[src/rtl/mcf_pkg.sv]
package mcf_pkg;

  // Strobes from the control half to the datapath half, one cycle's worth.
  typedef struct packed {
    logic startLat;   // load the latency counter with the first cycle
    logic incLat;     // count one more outstanding cycle
    logic clrLat;     // miss finished or was cancelled
    logic addMiss;    // fold the measured latency into the total
    logic addEvict;   // fold the fixed L2-hit cost into the total
  } mcfStrobes_t;

endpackage

[src/rtl/mcf_ctrl.sv]
module mcf_ctrl
  import mcf_pkg::*;
(
  input  logic        clk,
  input  logic        rstN,
  input  logic        missStart,
  input  logic        tagInvalidHit,
  input  logic        missDone,
  input  logic        fillShared,
  input  logic        evictValid,
  input  logic        evictLaterShared,
  input  logic        squash,
  output mcfStrobes_t strobes
);

  logic pending;
  logic invTagReg;
  logic acceptStart;
  logic finishMiss;

  assign acceptStart = missStart && !pending && !squash;
  assign finishMiss  = pending && (missDone || squash);

  always_ff @(posedge clk) begin
    if (!rstN) begin
      pending   <= 1'b0;
      invTagReg <= 1'b0;
    end else begin
      if (acceptStart) begin
        pending   <= 1'b1;
        invTagReg <= tagInvalidHit;
      end else if (finishMiss) begin
        pending   <= 1'b0;
        invTagReg <= 1'b0;
      end
    end
  end

  always_comb begin
    strobes          = '0;
    strobes.startLat = acceptStart;
    strobes.incLat   = pending && !missDone && !squash;
    strobes.clrLat   = finishMiss;
    strobes.addMiss  = pending && missDone && !squash && !invTagReg && !fillShared;
    strobes.addEvict = evictValid && evictLaterShared;
  end

endmodule

[src/rtl/mcf_datapath.sv]
module mcf_datapath
  import mcf_pkg::*;
#(
  parameter int LAT_W      = 12,
  parameter int CNT_W      = 32,
  parameter int L2_HIT_LAT = 18
) (
  input  logic             clk,
  input  logic             rstN,
  input  mcfStrobes_t      strobes,
  output logic [CNT_W-1:0] dCache
);

  localparam int WIDE_IN = (CNT_W > LAT_W + 1) ? CNT_W : LAT_W + 1;
  localparam int SUM_W   = WIDE_IN + 2;
  localparam logic [LAT_W-1:0] LAT_MAX = {LAT_W{1'b1}};
  localparam logic [SUM_W-1:0] CNT_MAX = SUM_W'({CNT_W{1'b1}});

  logic [LAT_W-1:0] latReg;
  logic [LAT_W:0]   missAmt;
  logic [SUM_W-1:0] missTerm;
  logic [SUM_W-1:0] evictTerm;
  logic [SUM_W-1:0] sumWide;

  // Latency counter: the start cycle counts as one, the done cycle adds one more.
  always_ff @(posedge clk) begin
    if (!rstN) begin
      latReg <= '0;
    end else if (strobes.startLat) begin
      latReg <= LAT_W'(1);
    end else if (strobes.clrLat) begin
      latReg <= '0;
    end else if (strobes.incLat && latReg != LAT_MAX) begin
      latReg <= latReg + 1'b1;
    end
  end

  assign missAmt   = {1'b0, latReg} + 1'b1;
  assign missTerm  = strobes.addMiss  ? SUM_W'(missAmt)    : '0;
  assign evictTerm = strobes.addEvict ? SUM_W'(L2_HIT_LAT) : '0;
  assign sumWide   = SUM_W'(dCache) + missTerm + evictTerm;

  always_ff @(posedge clk) begin
    if (!rstN) begin
      dCache <= '0;
    end else if (sumWide > CNT_MAX) begin
      dCache <= {CNT_W{1'b1}};
    end else begin
      dCache <= sumWide[CNT_W-1:0];
    end
  end

endmodule

[src/rtl/miss_cost_filter.sv]
module miss_cost_filter
  import mcf_pkg::*;
#(
  parameter int LAT_W      = 12,
  parameter int CNT_W      = 32,
  parameter int L2_HIT_LAT = 18
) (
  input  logic             clk,
  input  logic             rstN,
  input  logic             missStart,
  input  logic             tagInvalidHit,
  input  logic             missDone,
  input  logic             fillShared,
  input  logic             evictValid,
  input  logic             evictLaterShared,
  input  logic             squash,
  output logic [CNT_W-1:0] dCache
);

  mcfStrobes_t strobes;

  mcf_ctrl uCtrl (
    .clk              (clk),
    .rstN             (rstN),
    .missStart        (missStart),
    .tagInvalidHit    (tagInvalidHit),
    .missDone         (missDone),
    .fillShared       (fillShared),
    .evictValid       (evictValid),
    .evictLaterShared (evictLaterShared),
    .squash           (squash),
    .strobes          (strobes)
  );

  mcf_datapath #(
    .LAT_W      (LAT_W),
    .CNT_W      (CNT_W),
    .L2_HIT_LAT (L2_HIT_LAT)
  ) uPath (
    .clk     (clk),
    .rstN    (rstN),
    .strobes (strobes),
    .dCache  (dCache)
  );

endmodule

[config.mk]
export PLATFORM = sky130hd
export DESIGN_NAME = miss_cost_filter
export DESIGN_NICKNAME = d
export VERILOG_FILES = /design/src/rtl/mcf_pkg.sv /design/src/rtl/mcf_ctrl.sv /design/src/rtl/mcf_datapath.sv /design/src/rtl/miss_cost_filter.sv
export SDC_FILE = /design/constraint.sdc
export NUM_CORES = 1
export LEC_CHECK = 0
export BUFFER_PORTS_ARGS = -buffer_cell sky130_fd_sc_hd__buf_2
export CORE_ASPECT_RATIO = 0.9
export CORE_UTILIZATION = 55
export CTS_CLUSTER_DIAMETER = 40
export CTS_CLUSTER_SIZE = 10
export DETAILED_ROUTE_END_ITERATION = 7
export PLACE_DENSITY = 0.85
export SKIP_LAST_GASP = 1
export SLEW_MARGIN = 40
export SYNTH_ARGS = -nofsm -noshare
export SYNTH_HDL_FRONTEND = slang
export SYNTH_SLANG_ARGS = --single-unit
[constraint.sdc]
create_clock -name clk -period 4.3 [get_ports clk]
set_clock_uncertainty 0.1 [all_clocks]
set_input_delay 0.215 -clock clk [delete_from_list [all_inputs] [get_ports clk]]
set_output_delay 0.215 -clock clk [all_outputs]
set_load 0.05 [all_outputs]
Yosys cells after proc, flatten, opt, wreduce, memory -nomap -nowiden
Cells that the tools add are included.
- flip-flop bits (word level): 46
- input bits: 9
- word-level logic and storage cells: 41
- memories kept: 0
- ROM bits: 0
- RAM bits: 0
- output and inout port bits: 32
- latch bits: 0
- equality and inequality tests: 1
- divide/modulo/power cells: 0
- reductions and logical operators: 20
- multipliers: 0
- order comparisons: 1
- muxes and demuxes: 9
- add/sub/neg operators: 4
- shift-type cells: 0
- bitwise logic cells: 1
- operator list (kind ; number):
    $add A32 B34 Y34 ; 1
    $add A34 B34 Y34 ; 1
    $gt A34 B32 Y1 const B ; 1
    $mux W32 ; 1
    $add A12 B1 Y13 const B ; 1
    $mux W13 ; 1
    $add A12 B1 Y12 const B ; 1
    $ne A12 B12 Y1 const B ; 1
    $logic_and A1 B1 Y1 ; 11
    $mux W1 ; 6
    $logic_not A1 Y1 ; 5
    $mux W5 ; 1
    $reduce_bool A3 Y1 ; 1
    $reduce_or A3 Y1 ; 1
    $reduce_bool A2 Y1 ; 1
    $logic_or A1 B1 Y1 ; 1
    $not A1 Y1 ; 1

Logic depth before layout (Yosys ltp)
Gate-level depths: netlist of run 1.
- depth after elaboration: 9
- mapped depth: 16
- mapped depth without buffers: 15

By module
A second synthesis of run 1 with hierarchy kept.
- cell total of the unflattened synthesis: 354
- area, all modules: 3146.8 um^2
- modules (own cells, without submodules) (module ; sequential area each (um^2) ; cells each ; area each (um^2) ; times used):
    mcf_datapath ; 880.8 ; 341 ; 3010.4 ; 1
    mcf_ctrl ; 40.0 ; 13 ; 136.4 ; 1

Least setup slack after synthesis of run 1
OpenSTA, ideal clock, no wires.
- path type: flip-flop to flip-flop
- from: register uCtrl.pending
- to: register uPath.dCache[31]
- buffers on the path: 0
- setup slack: 468 ps
- stages on the path, launching flop included: 16
- library setup time: 80 ps
- period minus slack after synthesis: 3832 ps
- data required time: 4120 ps
- arrival time: 3653 ps
- cell sequence: dfxtp_1 > nand2b_1 > or4b_2 > inv_1 > nand2_1 > fa_1 > inv_1 > ha_1 > inv_1 > fa_1 > nor2b_1 > o2111ai_1 > a311oi_2 > o21ai_1 > o21ba_2 > a211oi_2
- longest elaborated chain between the ends: 9
- RTL lines (element ; line ; text):
    from (decl) ; mcf_ctrl.sv:16 ; logic pending;
    from (signal assigned) ; mcf_ctrl.sv:26 ; pending <= 1'b0;
    from (signal assigned) ; mcf_ctrl.sv:30 ; pending <= 1'b1;
    from (signal assigned) ; mcf_ctrl.sv:33 ; pending <= 1'b0;
    $logic_and A1 B1 Y1 * (4 in a row) ; mcf_ctrl.sv:44 ; strobes.addMiss = pending && missDone && !squash && !invTagReg && !fillShared;
    $mux W13 * ; mcf_datapath.sv:39 ; assign missTerm = strobes.addMiss ? SUM_W'(missAmt) : '0;
    $add A32 B34 Y34 * ; mcf_datapath.sv:41 ; assign sumWide = SUM_W'(dCache) + missTerm + evictTerm;
    $add A34 B34 Y34 * ; mcf_datapath.sv:41 ;
    $gt A34 B32 Y1 ; mcf_datapath.sv:46 ; end else if (sumWide > CNT_MAX) begin
    $mux W32 * ; mcf_datapath.sv:46 ;
    to (signal assigned) ; mcf_datapath.sv:47 ; dCache <= {CNT_W{1'b1}};
    to (signal assigned) ; mcf_datapath.sv:49 ; dCache <= sumWide[CNT_W-1:0];
    to (decl) ; mcf_datapath.sv:11 ; output logic [CNT_W-1:0] dCache
Mark *: on every way between the ends. The rest lies on a longest branch, timed or not.
A chain may end at the register's enable or synchronous reset.

Worst setup path in the final report of run 1
- from: register uPath.latReg[0]
- to: register uPath.dCache[27]
- longest elaborated chain between the ends: 6
- RTL lines (element ; line ; text):
    from (decl) ; mcf_datapath.sv:19 ; logic [LAT_W-1:0] latReg;
    from (signal assigned) ; mcf_datapath.sv:34 ; latReg <= latReg + 1'b1;
    $add A12 B1 Y13 * ; mcf_datapath.sv:38 ; assign missAmt = {1'b0, latReg} + 1'b1;
    $mux W13 * ; mcf_datapath.sv:39 ;
    $add A32 B34 Y34 * ; mcf_datapath.sv:41 ;
    $add A34 B34 Y34 * ; mcf_datapath.sv:41 ;
    $gt A34 B32 Y1 ; mcf_datapath.sv:46 ;
    $mux W32 * ; mcf_datapath.sv:46 ;
Marks and branches as above.

==> results of run 1 <==
==> cell type report <==
type | count | area, sq um
sequential | 46 | 920.9
clock buffer | 7 | 76.32
inverter | 12 | 45.04
fill | 421 | 1633
timing repair buffer | 50 | 275.3
multi-input combinational | 280 | 1953
tap | 65 | 81.33
==> flip-flops by register name, indices dropped and copies added, names as in the netlist <==
signal	count
uPath.dCache	32
uPath.latReg	12
uCtrl.invTagReg	1
uCtrl.pending	1
==> cell usage in the layout, fill, tap and decap left out, types with 3 or more instances in the layout <==
cell type  count
a211oi_1       3
a211oi_2       4
a21o_1         3
a21oi_1       42
a31oi_1        4
and3_1         8
and4_1         3
and4b_1        3
buf_2         40
buf_4         10
clkbuf_8       5
dfxtp_1       46
fa_1           3
ha_1          25
inv_1         11
nand2_1       24
nand2b_1       3
nand3_1       13
nand4_1        5
nor2_1        43
nor3_1         6
o211ai_1       4
o21ai_0        7
o21bai_1       4
xnor2_1       24
xor2_1        16
==> synth_stat cells (all sizes together), types with 2 or more instances <==
library cell	number
a21o	3
o2111ai	2
xor2	16
o21a	2
or2	3
and4	3
buf	5
and2	3
o21ai	9
nor4	2
clkbuf	6
and3	9
nand2	25
ha	25
dfxtp	46
a31oi	4
o211ai	4
o21bai	4
nand2b	3
o311a	2
fa	3
and4b	3
nor2b	2
nand4	5
nor2	43
a21oi	42
xnor2	24
a311oi	2
nor3	7
a211oi	7
inv	12
nand3	13
==> cell families after synthesis <==
logic type / synth area share
AOI/OAI and AO/OA: 0.1883
DFF: 0.3129
buffers and inverters: 0.03146
muxes: 0.003401
adders and majority gates: 0.1267
xor gates and xnor gates: 0.1190
and+or+nand+nor: 0.2181
==> worst min-delay path, stage by stage <==
cell     delay (ps)
buf_2            80
a22oi_1          70
nor2_1           80
==> power breakdown <==
group | switching (mW) | leakage (nW) | internal [mW] | total, mW
clock | 0.140 | 0.0383 | 0.112 | 0.252
sequential | 0.00394 | 0.371 | 0.430 | 0.434
combinational | 0.0342 | 1.03 | 0.0153 | 0.0495
total | 0.178 | 1.44 | 0.557 | 0.735
==> metrics by stage <==
| stage | hold WS (ps) | utilization | std cells | instance area, sq um | setup WS (ps) |
|---|---|---|---|---|---|
| finish | 76.47 | 0.6724 | 460 | 3352 | 295.0 |
| global route | 101.9 | 0.6724 | 460 | 3352 | 3.694 |
| CTS | 68.37 | 0.6677 | 460 | 3328 | 160.0 |
| detailed placement | 379.1 | 0.6524 | 453 | 3252 | 119.7 |
| global placement | 364.9 | 0.6524 | 453 | 3252 | 265.2 |
| floorplan | 223.5 | - | 349 | 2943 | 467.6 |
==> metal layers <==
metal  vias up  track usage
met5         -            0
met4         0      0.07677
met3        10      0.04331
met2        96       0.4061
met1      1312       0.3646
li1       1331            -
==> worst paths after layout <==
kind | start | to | slack (ps) | cells past startpoint
setup / recovery | uPath.latReg[0]$_SDFFE_PN0P_ | uPath.dCache[27]$_SDFF_PN0_ | 300 | 14
hold / removal | tagInvalidHit | uCtrl.invTagReg$_SDFFE_PN0P_ | 80 | 3
setup reg to reg | uPath.latReg[0]$_SDFFE_PN0P_ | uPath.dCache[27]$_SDFF_PN0_ | 300 | 14
hold reg to reg | uCtrl.invTagReg$_SDFFE_PN0P_ | uCtrl.invTagReg$_SDFFE_PN0P_ | 420 | 2
==> metrics.md, run 1 <==
| Metric | Value |
|---|---|
| Status | `completed` |
| Share of layout cells above drive strength 1 | `0.1924` |
| Post-synthesis cell area | `around 3000 sq um` |
| Starting Density | `0.5904` |
| Syn_nets | `386` |
| DR WL/cell | `15.08 microns` |
| Via Count | `2749` |
| Area Overhead vs Synth | `13.90%` |
| Worst-path fanout max | `9` |
| CTS tree | `done` |
| Power Total | `0.7355 mW` |
| Cts repair resizes | `0` |
| H-tree levels | `2` |
| Final hold viol count | `0` |
| Setup violators final | `0` |
| DIE HEIGHT | `71.40 microns` |
| Post-CTS setup buffers | `0` |
| Synth Instances | `349` |
| Final #Nets | `432` |
| Vias in the first global route | `2484` |
| TritonCTS Buffers | `5` |
| FF+latch count, synth | `46` |
| Register area share after synthesis | `0.3129` |
| Clock root buffer | `clkbuf_8` |
| Initial drt markers | `approximately 240` |
| Setup crit start kind | `flip-flop` |
| Vias per cell | `5.976` |
| Total Wirelength | `6.939 mm` |
| # port buffers | `40` |
| Die width | `79.11 microns` |
| Worst Path Required | `4390 ps` |
| Fmax | `~0.25 GHz` |
| Met1 WL | `3.202 mm` |
| Gpl congestion | `0.8529` |
| TritonRoute pass-1 iters | `5` |
| Slew headroom | `0.4565` |
| Buffers & Inverters on Critical Path | `0` |
| Crit path DAT | `approximately 4100 ps` |
| Delay-heaviest family, CP | `simple AND/OR/NAND/NOR gates` |
| Syn avg cell area | `8.432 sq um` |
| Crit. End Element | `flip-flop` |
| GRT Util Overall | `0.2585` |
| RSZ-0062 raised after global routing | `true` |
| Pwr/cell area | `219.4 nW/um^2` |
| # diodes | `0` |
| Slew Limit Fails | `0` |
| Leak Pwr | `between 1 and 1.5 nW` |
| VDD IR max | `136.3 uV` |
| Clk buf depth | `2` |
| WL met2 | `3.234 mm` |
| Detail Route Antenna Nets | `0` |
| Synth top area cells | `dfxtp_1 (31%), ha_1 (11%), a21oi_1 (7.1%)` |
| Core box area | `4985 sq um` |
| DR top layer | `met4` |
| Final Critical Period | `4005 ps` |
| Ys async rst share | `0` |
| Fin crit share | `0.9314` |
| Setup TNS | `0 ps` |
| # hold bufs at CTS | `0` |
| IO Pins | `41` |
| Critical-path top delay cell | `a211oi_1` |
| CP Cell Sequence | `nand3_1, nor3_1, and3_1, and3_1, xnor2_1, nor2_1, ha_1, ha_1, a21oi_1, o21ai_0, a211oi_1, or4_4, nand2_1, o311a_1` |
| Worst slew pin tran | `815.3 ps` |
| Max_cap viols | `0` |
| Clock slew at reported path FFs | `approximately 80 ps` |
| Clock sink total | `46` |
| Rows | `24` |
| Synth top area share | `0.3129` |
| Die ar. | `5648 sq um` |
| Number of synthesized flops with an enable pin | `0` |
| Worst skew pair latency | `roughly 300 ps` |
| Dpl hpwl | `5.208 mm` |
| Met3 wire len | `413 microns` |
| Initial antenna violation count | `0` |
| Hold Crit Class | `primary input to flip-flop` |
| Distinct cells, synth | `50` |
| Slowest Stage Delay on Critical Path | `500 ps` |
| Top_reg_cell synth | `dfxtp_1` |
| Remaining DRCs | `0` |
| Ys Warns | `0` |
| Gr ovfl total | `0` |
| Crit path kind | `flip-flop to flip-flop` |
| Largest net degree at the start of global routing | `33` |
| Area leader, netlist | `dfxtp_1` |
| Global-route wire length before repair | `11.59 mm` |
Note: power is estimated with default switching activity, not from simulation.
==> inputs of run 2 (changes only) <==
PLACE_DENSITY = 0.74   (was 0.85)
==> metrics.md, run 2 (same netlist as run 1, synthesis figures left out) <==
| Metric | Value |
|---|---|
| Status | `completed (unchanged)` |
| DR WL/cell | `14.44 microns (was 15.08 microns)` |
| Global-route wire length before repair | `11.35 mm (was 11.59 mm)` |
| Cell seen most often among critical-path stages | `inv_1` |
| Total Wirelength | `6.671 mm (was 6.939 mm)` |
| Worst R2R Setup Slack | `220 ps (was 300 ps)` |
| Gpl congestion | `0.8958 (was 0.8529)` |
| Initial antenna violation count | `0 (unchanged)` |
| CTS tree | `done (unchanged)` |
| Final Critical Period | `4077 ps (was 4005 ps)` |
| Fin util | `0.6747 (was 0.6724)` |
| Initial drt markers | `108 (was 242)` |
| RSZ-0062 raised after global routing | `true (unchanged)` |
| Worst slew pin tran | `835.6 ps (was 815.3 ps)` |
| Reg with most FFs | `uPath.dCache (unchanged)` |
| Core box area | `4985 sq um (unchanged)` |
| Worst skew pair latency | `310 ps (was 300 ps)` |
| IO Pins | `41 (unchanged)` |
| # diodes | `0 (unchanged)` |
| Remaining DRCs | `0 (unchanged)` |
| Pwr/cell area | `222.9 nW/um^2 (was 219.4 nW/um^2)` |
| Slowest Stage Delay on Critical Path | `740 ps (was 500 ps)` |
| Fmax | `0.2453 GHz (was 0.2497 GHz)` |
| Hold Crit Class | `primary input to flip-flop (unchanged)` |
| GRT Util Overall | `0.2521 (was 0.2585)` |
| Die width | `79.11 microns (unchanged)` |
| Largest net degree at the start of global routing | `33 (unchanged)` |
| Vias per cell | `5.768 (was 5.976)` |
| # port buffers | `40 (unchanged)` |
| TritonRoute pass-1 iters | `4 (was 5)` |
| Clock sink total | `46 (unchanged)` |
| CP Cell Sequence | `nand2b_1, or4b_2, inv_1, nand2_1, fa_1, inv_1, ha_1, inv_1, fa_1, nor2b_1, o2111ai_1, a311oi_2, buf_4, or2_2, and4_1, nor3_2 (was nand3_1, nor3_1, and3_1, and3_1, xnor2_1, nor2_1, ha_1, ha_1, a21oi_1, o21ai_0, a211oi_1, or4_4, nand2_1, o311a_1)` |
| Max reg flops | `32 (unchanged)` |
| Most common cell after layout, fill and taps aside | `dfxtp_1 (unchanged)` |
| Fin crit share | `0.9481 (was 0.9314)` |
| Share of layout cells above drive strength 1 | `0.1990 (was 0.1924)` |
| Slew headroom | `0.4430 (was 0.4565)` |
| VDD IR max | `174.5 uV (was 136.3 uV)` |
| Clock root buffer | `clkbuf_8 (unchanged)` |
| Detail Route Antenna Nets | `0 (unchanged)` |
| Largest registers | `uPath.dCache (32), uPath.latReg (12) (unchanged)` |
| Clk buf depth | `2 (unchanged)` |
| Clock slew at reported path FFs | `100 ps (was 80 ps)` |
| Crit path DAT | `4160 ps (was 4100 ps)` |
| Setup crit start kind | `flip-flop (unchanged)` |
| TritonCTS Buffers | `5 (unchanged)` |
| Worst-path fanout max | `6 (was 9)` |
| Starting Density | `0.5904 (unchanged)` |
| Final #Nets | `433 (was 432)` |
| Via Count | `2665 (was 2749)` |
| Vias in the first global route | `2456 (was 2484)` |
| Area Overhead vs Synth | `14.29% (was 13.90%)` |
| Dpl hpwl | `5.134 mm (was 5.208 mm)` |
| Slew Limit Fails | `0 (unchanged)` |
| Worst Path Required | `4380 ps (was 4390 ps)` |
| Most frequent cells in the layout | `dfxtp_1 (46), nor2_1 (43), a21oi_1 (42) (unchanged)` |
| Crit. End Element | `flip-flop (unchanged)` |
| Die ar. | `5648 sq um (unchanged)` |
| Final hold slack | `60.71 ps (was 76.47 ps)` |
| Leak Pwr | `1.445 nW (was 1.435 nW)` |
| Setup violators final | `0 (unchanged)` |
| Gr ovfl total | `0 (unchanged)` |
| Final hold viol count | `0 (unchanged)` |
| Critical-path top delay cell | `or4b_2 (was a211oi_1)` |
| Rows | `24 (unchanged)` |
| H-tree levels | `2 (unchanged)` |
| Crit path kind | `flip-flop to flip-flop (unchanged)` |
| Max_cap viols | `0 (unchanged)` |
| DIE HEIGHT | `71.40 microns (unchanged)` |
[run 2: changes by cell type in the layout (fill, tap and decap cells not counted), sizes merged]
cell and delta:
buf +1, clkbuf -2, clkinv +2, clkinvlp +1
[run 2: area by class of cell]
type                       count  area [sq um]
multi-input combinational    280          1943
fill                         455          1622
sequential                    46         920.9
timing repair buffer          51         282.8
tap                           65         81.33
clock buffer                   5         68.82
inverter                      12         45.04
clock inverter                 3         21.27
[run 2: per-stage QoR]
stage,worst slack [ps],cells,area [sq um],setup TNS [ps],total power [mW]
2_1_floorplan,467.6,349,2943,0,0.4777
3_3_place_gp,245.9,454,3259,0,0.4916
3_5_place_dp,150.6,454,3259,0,0.4921
4_1_cts,153.0,462,3349,0,0.7593
5_1_grt,-7.955,462,3363,-13.38,0.7817
6_report,223.0,462,3363,0,0.7497
[run 2: critical path: cells and delay by family, from the launching register on]
family	cells	cell delay (ps)
adders and majority gates	3	990
DFF	1	380
and+or+nand+nor	7	1450
AOI/OAI and AO/OA	2	610
buffers and inverters	4	420
[run 2: power by group]
part / total, mW / internal, mW / switching, mW
logic: 0.0481 / 0.0150 / 0.0331
registers: 0.434 / 0.430 / 0.00369
clock network: 0.268 / 0.114 / 0.153
total: 0.750 / 0.559 / 0.190
[run 2: timing repair]
| item | in CTS | in global routing |
|---|---|---|
| gates resized for setup | 0 | 3 |
| setup buffers | 0 | 0 |
| hold buffers | 0 | 0 |
| endpoints found under the setup margin | 0 | 26 |
[run 2: per-layer routing]
metal,global-route usage,share of wire,vias to the layer above
met1,0.3705,0.51,1254
met5,0,0,-
met4,0.05455,0.0099,0
met2,0.3889,0.43,70
li1,-,-,1332
met3,0.04076,0.048,9
[run 2: final timing paths]
path | from | endpoint | cells past startpoint
setup reg to reg | uCtrl.pending$_SDFFE_PN0P_ | uPath.dCache[15]$_SDFF_PN0_ | 16
hold / removal | tagInvalidHit | uCtrl.invTagReg$_SDFFE_PN0P_ | 3
setup / recovery | uCtrl.pending$_SDFFE_PN0P_ | uPath.dCache[15]$_SDFF_PN0_ | 16
hold reg to reg | uCtrl.invTagReg$_SDFFE_PN0P_ | uCtrl.invTagReg$_SDFFE_PN0P_ | 2
==> inputs of run 3 (changes only) <==
CELL_PAD_IN_SITES_DETAIL_PLACEMENT = 1   (was unset)
CELL_PAD_IN_SITES_GLOBAL_PLACEMENT = 1   (was unset)
CORE_UTILIZATION = 43   (was 55)
PLACE_DENSITY = 0.77   (was 0.74)
==> metrics.md, run 3 (same netlist as run 1, synthesis figures left out) <==
| Metric | Value |
|---|---|
| Worst-path fanout max | `6 (unchanged)` |
| R2R depth | `17 (was 16)` |
| Die ar. | `7179 sq um (was 5648 sq um)` |
| Clk buf depth | `2 (unchanged)` |
| Setup violators final | `0 (unchanged)` |
| Clock Power Share | `0.371 (was 0.357)` |
| Gpl congestion | `0.7709 (was 0.8958)` |
| Total Wirelength | `8.262 mm (was 6.671 mm)` |
| Final #Nets | `437 (was 433)` |
| Status | `completed (unchanged)` |
| Core box area | `6586 sq um (was 4985 sq um)` |
| GRT Util Overall | `0.2397 (was 0.2521)` |
| Die width | `89.20 microns (was 79.11 microns)` |
| Switching Share | `0.2545 (was 0.2538)` |
| Worst slew pin tran | `620.5 ps (was 835.6 ps)` |
| Final hold slack | `51.36 ps (was 60.71 ps)` |
| Share of layout cells above drive strength 1 | `0.2145 (was 0.1990)` |
| Crit path kind | `flip-flop to flip-flop (unchanged)` |
| Power Total | `0.7728 mW (was 0.7497 mW)` |
| Cell Int Power | `0.5761 mW (was 0.5594 mW)` |
| Clock root buffer | `clkbuf_8 (unchanged)` |
| Vias in the first global route | `2720 (was 2456)` |
| Worst reg2reg endpoint | `uPath.dCache[15]$_SDFF_PN0_ (unchanged)` |
| Remaining DRCs | `0 (unchanged)` |
| Slew headroom | `0.5857 (was 0.4430)` |
| Initial drt markers | `89 (was 108)` |
| VDD IR max | `150.7 uV (was 174.5 uV)` |
| Starting Density | `0.4468 (was 0.5904)` |
| Global-route wire length before repair | `13.21 mm (was 11.35 mm)` |
| Worst Setup EP | `uPath.dCache[15]$_SDFF_PN0_ (unchanged)` |
| Setup crit start kind | `flip-flop (unchanged)` |
| Hold Crit Class | `primary input to flip-flop (unchanged)` |
| Comb pwr share | `0.067 (was 0.064)` |
| Largest net degree at the start of global routing | `33 (unchanged)` |
| Clock slew at reported path FFs | `90 ps (was 100 ps)` |
| Worst R2R Setup Slack | `160 ps (was 220 ps)` |
| Worst Path Required | `4380 ps (about the same)` |
| Most frequent cells in the layout | `dfxtp_1 (46), nor2_1 (42), a21oi_1 (42) (was dfxtp_1 (46), nor2_1 (43), a21oi_1 (42))` |
| Dpl hpwl | `6.244 mm (was 5.134 mm)` |
| Fin util | `0.5268 (was 0.6747)` |
| CTS tree | `done (unchanged)` |
| Final hold viol count | `0 (unchanged)` |
| Leak Pwr | `1.490 nW (was 1.445 nW)` |
| Setup crit start | `uCtrl.pending$_SDFFE_PN0P_ (unchanged)` |
| Area Overhead vs Synth | `17.90% (was 14.29%)` |
| Filler cells | `862 (was 455)` |
| # diodes | `0 (unchanged)` |
| Fin crit share | `0.9621 (was 0.9481)` |
| Reg with most FFs | `uPath.dCache (unchanged)` |
| Reg2reg start | `uCtrl.pending$_SDFFE_PN0P_ (unchanged)` |
| Largest registers | `uPath.dCache (32), uPath.latReg (12) (unchanged)` |
| # hold bufs at CTS | `0 (unchanged)` |
| Via Count | `2753 (was 2665)` |
| Most common cell after layout, fill and taps aside | `dfxtp_1 (unchanged)` |
| Pwr/cell area | `222.7 nW/um^2 (was 222.9 nW/um^2)` |
| TritonRoute pass-1 iters | `4 (unchanged)` |
| TritonCTS Buffers | `5 (unchanged)` |
| DR WL/cell | `16.83 microns (was 14.44 microns)` |
| Setup TNS | `0 ps (unchanged)` |
| Setup Slack @ Placement | `14.67 ps (was 150.6 ps)` |
| Max_cap viols | `0 (unchanged)` |
| Gr ovfl total | `0 (unchanged)` |
| Setup WS post-layout | `162.9 ps (was 223.0 ps)` |
| H-tree levels | `2 (unchanged)` |
| Crit. End Element | `flip-flop (unchanged)` |
| Detail Route Antenna Nets | `0 (unchanged)` |
| Register share of total power | `0.562 (was 0.579)` |
| Psw | `0.1966 mW (was 0.1903 mW)` |
| DIE HEIGHT | `80.48 microns (was 71.40 microns)` |
| Vias per cell | `5.607 (was 5.768)` |
| Fmax | `0.2417 GHz (was 0.2453 GHz)` |
| Max reg flops | `32 (unchanged)` |
| Initial antenna violation count | `0 (unchanged)` |
| Rows | `28 (was 24)` |
| Crit path DAT | `4210 ps (was 4160 ps)` |
| Clock sink total | `46 (unchanged)` |
| Final Critical Period | `4137 ps (was 4077 ps)` |
| # port buffers | `40 (unchanged)` |
| IO Pins | `41 (unchanged)` |
| Worst skew pair latency | `310 ps (about the same)` |
| Slew Limit Fails | `0 (unchanged)` |
run 3: cell count changes in the layout (fill, tap and decap cells not counted), sizes merged:
| cell | delta |
|---|---|
| clkinvlp | -1 |
| clkinv | -1 |
| clkbuf | +2 |
| buf | +4 |
run 3: critical path, stage by stage (launching register included):
cell and delay (ps):
dfxtp_1 360, nand2b_1 120, or4b_2 750, inv_1 100, nand2_1 70, fa_1 430, inv_1 70, ha_1 220
inv_1 90, fa_1 420, nor2b_2 200, o2111ai_2 180, a311oi_2 240, buf_4 170, buf_4 130, or2_2 110
and4_1 200, nor3_2 50
run 3: power groups by stage:
stage	logic, mW	clock network [mW]	registers (mW)
final	0.0518	0.287	0.434
after global routing	0.0562	0.303	0.435
after CTS	0.0509	0.291	0.434
after detailed placement	0.0503	0	0.444
after global placement	0.0483	0	0.444
after floorplan	0.0254	0	0.452
run 3: layer usage:
layer / GRT usage / vias up / part of all wire
met1: 0.3319 / 1357 / 0.50
li1: - / 1351 / -
met2: 0.3786 / 36 / 0.46
met5: 0 / - / 0
met4: 0.07778 / 0 / 0.014
met3: 0.03597 / 9 / 0.027
run 3: area by class of cell:
type / instances / area [sq um] / share of cell area
clock buffers: 7 / 86.33 / 0.02488
clock inverters: 1 / 5.005 / 0.001442
inverters: 12 / 45.04 / 0.01298
multi-input cells: 280 / 1987 / 0.5727
flip-flops and latches: 46 / 920.9 / 0.2654
well taps: 90 / 112.6 / 0.03246
repair buffers: 55 / 312.8 / 0.09016
run 3: how the worst min path moves through the flow:
| stage | cells after the start | end | startpoint |
|---|---|---|---|
| CTS | 3 | uCtrl.invTagReg$_SDFFE_PN0P_ | tagInvalidHit |
| floorplan | 2 | uPath.latReg[0]$_SDFFE_PN0P_ | rstN |
| finish | 3 | uCtrl.invTagReg$_SDFFE_PN0P_ | tagInvalidHit |
| detailed placement | 3 | uCtrl.invTagReg$_SDFFE_PN0P_ | tagInvalidHit |
| global route | 3 | uCtrl.invTagReg$_SDFFE_PN0P_ | tagInvalidHit |
| global placement | 3 | uCtrl.invTagReg$_SDFFE_PN0P_ | tagInvalidHit |
run 3: stage by stage:
step / cell area (sq um) / cells
after global routing: 3470 / 491
final: 3470 / 491
after CTS: 3408 / 490
after global placement: 3313 / 482
after floorplan: 2943 / 349
after detailed placement: 3313 / 482
run 3: repair_timing:
| action | in CTS | in global routing |
|---|---|---|
| pin swaps | 0 | 1 |
| setup endpoints to repair | 1 | 27 |
| buffers inserted | 0 | 1 |
| resized for setup | 1 | 8 |
| endpoints found under the hold margin | 0 | 0 |
